File: config.mk
export PLATFORM = sky130hd
export DESIGN_NAME = qenc_position_unit
export DESIGN_NICKNAME = d
export VERILOG_FILES = /design/src/rtl/qenc_pkg.sv /design/src/rtl/qenc_step_decoder.sv /design/src/rtl/qenc_pos_counter.sv /design/src/rtl/qenc_capture_arm.sv /design/src/rtl/qenc_position_unit.sv
export SDC_FILE = /design/constraint.sdc
export NUM_CORES = 1
export LEC_CHECK = 0
export BUFFER_PORTS_ARGS = -buffer_cell sky130_fd_sc_hd__clkbuf_2
export CORE_MARGIN = 2
export CORE_UTILIZATION = 50
export CTS_BUF_LIST = sky130_fd_sc_hd__clkbuf_2
export DETAILED_ROUTE_END_ITERATION = 12
export PLACE_DENSITY = 0.81
export SLEW_MARGIN = 40
export SYNTH_ARGS = -nofsm -noshare
export SYNTH_HDL_FRONTEND = slang
export SYNTH_SLANG_ARGS = --single-unit
File: constraint.sdc
create_clock -name clk -period 7.86 [get_ports clk]
set_input_delay 1.572 -clock clk [delete_from_list [all_inputs] [get_ports clk]]
set_output_delay 1.572 -clock clk [all_outputs]
set_load 0.05 [all_outputs]
File: src/rtl/qenc_pkg.sv
// Shared definitions for the quadrature position counter: control and
// status bit positions and the step code passed from decoder to counter.
package qenc_pkg;
    localparam int CTL_FAST = 5;
    localparam int CTL_SET  = 2;
    localparam int CTL_EXT  = 1;
    localparam int CTL_IDX  = 0;

    localparam int ST_OVF   = 4;
    localparam int ST_UNF   = 3;
    localparam int ST_ACK   = 2;
    localparam int ST_EXT   = 1;
    localparam int ST_IDX   = 0;

    localparam int NUM_CAPT = 2;

    typedef enum logic [1:0] {
        STEP_NONE = 2'd0,
        STEP_UP   = 2'd1,
        STEP_DOWN = 2'd2
    } step_e;
endpackage

File: src/rtl/qenc_step_decoder.sv
// Quadrature step decoder.
// Compares the present (A,B) sample with the previous one and reports one
// up or down step for a single-track change. A change of both tracks is
// ignored. Assumes the inputs are synchronous. The first sample after reset
// only primes the history and never produces a step.
module qenc_step_decoder
    import qenc_pkg::*;
(
    input  logic  clk,
    input  logic  rst_n,
    input  logic  trk_a,
    input  logic  trk_b,
    output step_e step
);
    logic prev_a;
    logic prev_b;
    logic primed;
    logic [3:0] pattern;

    // Keep the previous sample of both tracks.
    always_ff @(posedge clk) begin
        if (!rst_n) begin
            prev_a <= 1'b0;
            prev_b <= 1'b0;
            primed <= 1'b0;
        end else begin
            prev_a <= trk_a;
            prev_b <= trk_b;
            primed <= 1'b1;
        end
    end

    assign pattern = {prev_a, prev_b, trk_a, trk_b};

    // Classify the transition between the two samples.
    always_comb begin
        step = STEP_NONE;
        if (primed) begin
            unique case (pattern)
                4'b0010, 4'b1011, 4'b1101, 4'b0100: step = STEP_UP;
                4'b0001, 4'b0111, 4'b1110, 4'b1000: step = STEP_DOWN;
                default:                            step = STEP_NONE;
            endcase
        end
    end
endmodule

File: src/rtl/qenc_pos_counter.sv
// Position counter with preset and hysteretic wrap flags.
// A load has priority over a step and leaves the flags untouched. The
// overflow flag clears one third of the range above the wrap point. The
// underflow flag clears two thirds of the range up, that is one third
// below the wrap point.
module qenc_pos_counter
    import qenc_pkg::*;
#(
    parameter int W = 16
) (
    input  logic         clk,
    input  logic         rst_n,
    input  step_e        step,
    input  logic         hold,
    input  logic         load,
    input  logic [W-1:0] load_val,
    output logic [W-1:0] count,
    output logic         ovf,
    output logic         unf
);
    localparam logic [W-1:0] MAXV      = {W{1'b1}};
    localparam logic [W-1:0] ONE_THIRD = MAXV / 3;
    localparam logic [W-1:0] TWO_THIRD = ONE_THIRD * 2;

    logic do_up;
    logic do_dn;

    assign do_up = !load && !hold && (step == STEP_UP);
    assign do_dn = !load && !hold && (step == STEP_DOWN);

    // Count register: a preset load, otherwise one step.
    always_ff @(posedge clk) begin
        if (!rst_n) begin
            count <= '0;
        end else if (load) begin
            count <= load_val;
        end else if (do_up) begin
            count <= count + 1'b1;
        end else if (do_dn) begin
            count <= count - 1'b1;
        end
    end

    // Wrap flags: set on a wrap, cleared by the opposite wrap or a threshold.
    always_ff @(posedge clk) begin
        if (!rst_n) begin
            ovf <= 1'b0;
            unf <= 1'b0;
        end else if (do_up) begin
            if (count == MAXV) begin
                ovf <= 1'b1;
                unf <= 1'b0;
            end else if (count == ONE_THIRD) begin
                ovf <= 1'b0;
            end
        end else if (do_dn) begin
            if (count == '0) begin
                unf <= 1'b1;
                ovf <= 1'b0;
            end else if (count == TWO_THIRD) begin
                unf <= 1'b0;
            end
        end
    end
endmodule

File: src/rtl/qenc_capture_arm.sv
// Single-shot capture arm.
// While enabled and not yet used, the arm fires on the first rising edge of
// its trigger. It then stays spent until the enable goes low, which clears
// the valid flag and re-arms it.
module qenc_capture_arm (
    input  logic clk,
    input  logic rst_n,
    input  logic trig,
    input  logic enable,
    output logic fire,
    output logic valid
);
    logic trig_prev;

    assign fire = enable && !valid && trig && !trig_prev;

    // Track the trigger level for edge detection.
    always_ff @(posedge clk) begin
        if (!rst_n) trig_prev <= 1'b0;
        else        trig_prev <= trig;
    end

    // Valid flag: set by the firing edge, cleared by dropping the enable.
    always_ff @(posedge clk) begin
        if (!rst_n)      valid <= 1'b0;
        else if (!enable) valid <= 1'b0;
        else if (fire)   valid <= 1'b1;
    end
endmodule

File: src/rtl/qenc_position_unit.sv
// Quadrature position counter top level.
// Decodes the tracks, applies the gate, preset and fast-mode rules from the
// control byte, and feeds two capture arms into a shared capture register.
// Assumes all inputs are synchronous to clk.
module qenc_position_unit
    import qenc_pkg::*;
#(
    parameter int W = 16
) (
    input  logic         clk,
    input  logic         rst_n,
    input  logic         enc_a,
    input  logic         enc_b,
    input  logic         enc_idx,
    input  logic         gate_in,
    input  logic         latch_in,
    input  logic [7:0]   ctrl_byte,
    input  logic [W-1:0] preset_val,
    output logic [W-1:0] count_out,
    output logic [W-1:0] capture_out,
    output logic [7:0]   status_byte
);
    step_e step;
    logic  fast;
    logic  set_lvl;
    logic  set_prev;
    logic  set_pulse;
    logic  set_ack;
    logic  ovf;
    logic  unf;
    logic [NUM_CAPT-1:0] cap_trig;
    logic [NUM_CAPT-1:0] cap_en;
    logic [NUM_CAPT-1:0] cap_fire;
    logic [NUM_CAPT-1:0] cap_valid;
    logic [W-1:0] cap_q;

    assign fast      = ctrl_byte[CTL_FAST];
    assign set_lvl   = ctrl_byte[CTL_SET] && !fast;
    assign set_pulse = set_lvl && !set_prev;

    qenc_step_decoder u_dec (
        .clk   (clk),
        .rst_n (rst_n),
        .trk_a (enc_a),
        .trk_b (enc_b),
        .step  (step)
    );

    qenc_pos_counter #(.W(W)) u_cnt (
        .clk      (clk),
        .rst_n    (rst_n),
        .step     (step),
        .hold     (gate_in),
        .load     (set_pulse),
        .load_val (preset_val),
        .count    (count_out),
        .ovf      (ovf),
        .unf      (unf)
    );

    // Preset edge history and acknowledge flag.
    always_ff @(posedge clk) begin
        if (!rst_n) begin
            set_prev <= 1'b0;
            set_ack  <= 1'b0;
        end else begin
            set_prev <= set_lvl;
            if (!set_lvl)       set_ack <= 1'b0;
            else if (set_pulse) set_ack <= 1'b1;
        end
    end

    assign cap_trig[ST_IDX] = enc_idx;
    assign cap_trig[ST_EXT] = latch_in;
    assign cap_en[ST_IDX]   = ctrl_byte[CTL_IDX] && !fast;
    assign cap_en[ST_EXT]   = ctrl_byte[CTL_EXT] && !fast;

    for (genvar g = 0; g < NUM_CAPT; g++) begin : g_arm
        qenc_capture_arm u_arm (
            .clk    (clk),
            .rst_n  (rst_n),
            .trig   (cap_trig[g]),
            .enable (cap_en[g]),
            .fire   (cap_fire[g]),
            .valid  (cap_valid[g])
        );
    end

    // Shared capture register takes the count on any firing arm.
    always_ff @(posedge clk) begin
        if (!rst_n)         cap_q <= '0;
        else if (|cap_fire) cap_q <= count_out;
    end

    assign capture_out = cap_q;
    assign status_byte = {3'b000, ovf, unf, set_ack, cap_valid[ST_EXT], cap_valid[ST_IDX]};
endmodule

==> flow_summary.json <==
{
  "synth_edf_count": 0,
  "cts_buffers": 5,
  "syn_avg_cell_area_um2": 8.64,
  "io_pins": 71,
  "crit_cells": 10,
  "drv_cap": 0,
  "power-per-cell-area_nw_per_um2": 203,
  "ys.warnings.count": 0,
  "synth_ff_type": "dfxtp_1",
  "nNetsFinal": 402,
  "crit_arrival_ns": 5.33,
  "hold_class": "reg2reg",
  "routed_wl_mm": 6.56,
  "crit_family": "simple AND/OR/NAND/NOR gates",
  "firstDrtPassIters": 5,
  "rsz0062_at_grt": "no",
  "ant_nets": 0,
  "synth_cell_types": 57,
  "netlist_instances": 302,
  "ys_top_cells_by_area": "dfxtp_1 (33%), ha_1 (7.2%), mux2i_1 (6.1%)",
  "fmax_ghz": 0.201,
  "slew_headroom": 0.483,
  "via_per_inst": 5.66,
  "final_core_utilization": 0.584,
  "worst_pin_slew_ns": 0.776,
  "grt_first_pass_wirelength_mm": 10.8,
  "cts_resized": 0,
  "clock_skew_ns": 0.0256,
  "wl_per_cell_um": 15.4,
  "n_antenna_cell": 0,
  "place_ws_ns": 2.48,
  "min_period_ns": 4.97,
  "die_area_um2": 5810,
  "post-cts-setup-buffers": 0,
  "stdcell_count": 426,
  "hold_viol_final": 0,
  "setup_tns_ns": 0,
  "core_um2": 5070,
  "cp_cell_sequence": "clkbuf_2 > or3b_1 > nand3b_1 > or2_1 > ha_1 > a21o_1 > a2111oi_1 > a21oi_1 > or4_1 > o211ai_1",
  "grt_pass1_vias": 2239,
  "drc_errors": 0,
  "area_growth_pct": 13.5,
  "startpoint_type": "primary input",
  "status": "finished clean",
  "worstPathRequired_ns": 8.22,
  "clkLatencyLatePin_ns": 0.42,
  "layout_common_cells": "clkbuf_2 (69), dfxtp_1 (43), nor2_1 (30)",
  "ys_seq_area_frac": 0.330,
  "critPathCaptureType": "flop",
  "gp_congestion": 0.885,
  "async_flop_share": 0,
  "layout_commonest_cell": "clkbuf_2",
  "synth_top_cell_area_share": 0.330,
  "htreeDepth": 2,
  "setup_viol": 0,
  "overflow": 0,
  "initial_core_util": 0.514,
  "cp_slowest_stage_delay_ns": 0.65,
  "hold_slack_ns": 0.482,
  "grt_max_degree": 27,
  "die_w_um": 76.3,
  "cp_max_fo": 19,
  "netlist_area_um2": 2610,
  "dpl.hpwl_mm": 4.77,
  "cts_tree": "yes",
  "holdCritStartpoint": "set_ack",
  "root_buffer": "clkbuf_2",
  "slew_viol_final": 0,
  "num_rows": 26,
  "io_buffers": 63,
  "drt_iter0_drc": 205,
  "antenna_found_initial": 0,
  "synth-seq-cells": 43,
  "cp_slowest_cell": "or3b_1",
  "drive_above_1_share": 0.225,
  "startpoint": "ctrl_byte[5]",
  "whs_path_depth": 2,
  "crit_type": "in2reg",
  "rr_worst_depth": 9,
  "num_vias": 2410,
  "fin_ws_ns": 2.89,
  "cts_hold_buf": 0,
  "min_period_over_period": 0.632,
  "vdd_drop_max_mv": 0.0988,
  "reg2reg_from": "set_prev",
  "cp.buffers_inverters": 1,
  "clock-sinks": 43,
  "grt.total_usage": 0.226,
  "cts.path.max_buffers": 2,
  "clk_pin_slew_ns": 0.24,
  "dp_cells": 418,
  "power.leakage_nw": 1.31,
  "fp.dieH_um": 76.3,
  "yosys.area.top_type": "dfxtp_1"
}
## power by group
group | switching, mW | internal (mW)
Clock | 0.0744 | 0.0226
Combinational | 0.156 | 0.0943
Sequential | 0.0228 | 0.232
## synth_stat cells, drive strengths merged, types with 4 or more instances
library cell and n:
or3 5, nand3 5, or2 4, xor2 4, ha 15, a31oi 4, a211oi 6, o211ai 4
a21boi 4, nand2 20, a21o 8, and2 7, mux2i 16, o221ai 4, nor4 4, nor2b 6
clkbuf 8, a21oi 19, buf 12, o21ai 13, nand4 4, dfxtp 43, nor2 31, xnor2 8
inv 11
## worst register-to-register path: cells and delay by family, from the launching register on
family	cells	cell delay [ns]
compound gates	4	1.17
fa+ha+maj	1	0.43
flops	1	0.37
simple gates	4	2.00
## layer usage
layer	vias to the layer above	GRT usage	routed length, um
met1	1124	0.312	3090
met3	8	0.0509	414
met5	-	0	0
met2	81	0.347	2970
met4	0	0.0818	77
li1	1197	-	-
## cell type report
cell class	count	area [um^2]
clock buffers	6	30.0
clock inverters	2	12.5
fillers	481	2110
inverters	12	45.0
multi-input cells	229	1600
flip-flops and latches	43	861
well taps	70	87.6
repair buffers	64	323
## metrics by stage
stage,area (um^2),power (mW)
global route,2960,0.643
CTS,2960,0.602
global placement,2910,0.500
detailed placement,2920,0.505
finish,2960,0.602
floorplan,2620,0.452
## cell families after synthesis
| family | share of synthesized area |
|---|---|
| multiplexers | 0.0614 |
| buffers and inverters | 0.0618 |
| XOR/XNOR | 0.0403 |
| adder cells (fa/ha/maj) | 0.0796 |
| AND/OR/NAND/NOR | 0.202 |
| AO/OA/AOI/OAI | 0.224 |
| other | 0.00144 |
| flip-flops | 0.330 |
## path summary, 6_finish.rpt
check                    end  slack, ns
min reg2reg          set_ack       0.48
max reg2reg  u_cnt.count[10]       3.84
min                  set_ack       0.48
max          u_cnt.count[10]       2.89
## registers in the layout (all words and copies together), names as in the netlist
name / flops
capture_out: 16
g_arm.u_arm.trig_prev: 2
u_cnt.count: 16
set_prev: 1
set_ack: 1
g_arm.u_arm.valid: 2
u_dec.prev_a: 1
u_dec.prev_b: 1
u_cnt.ovf: 1
u_cnt.unf: 1
u_dec.primed: 1
(Power assumes the default switching activity.)
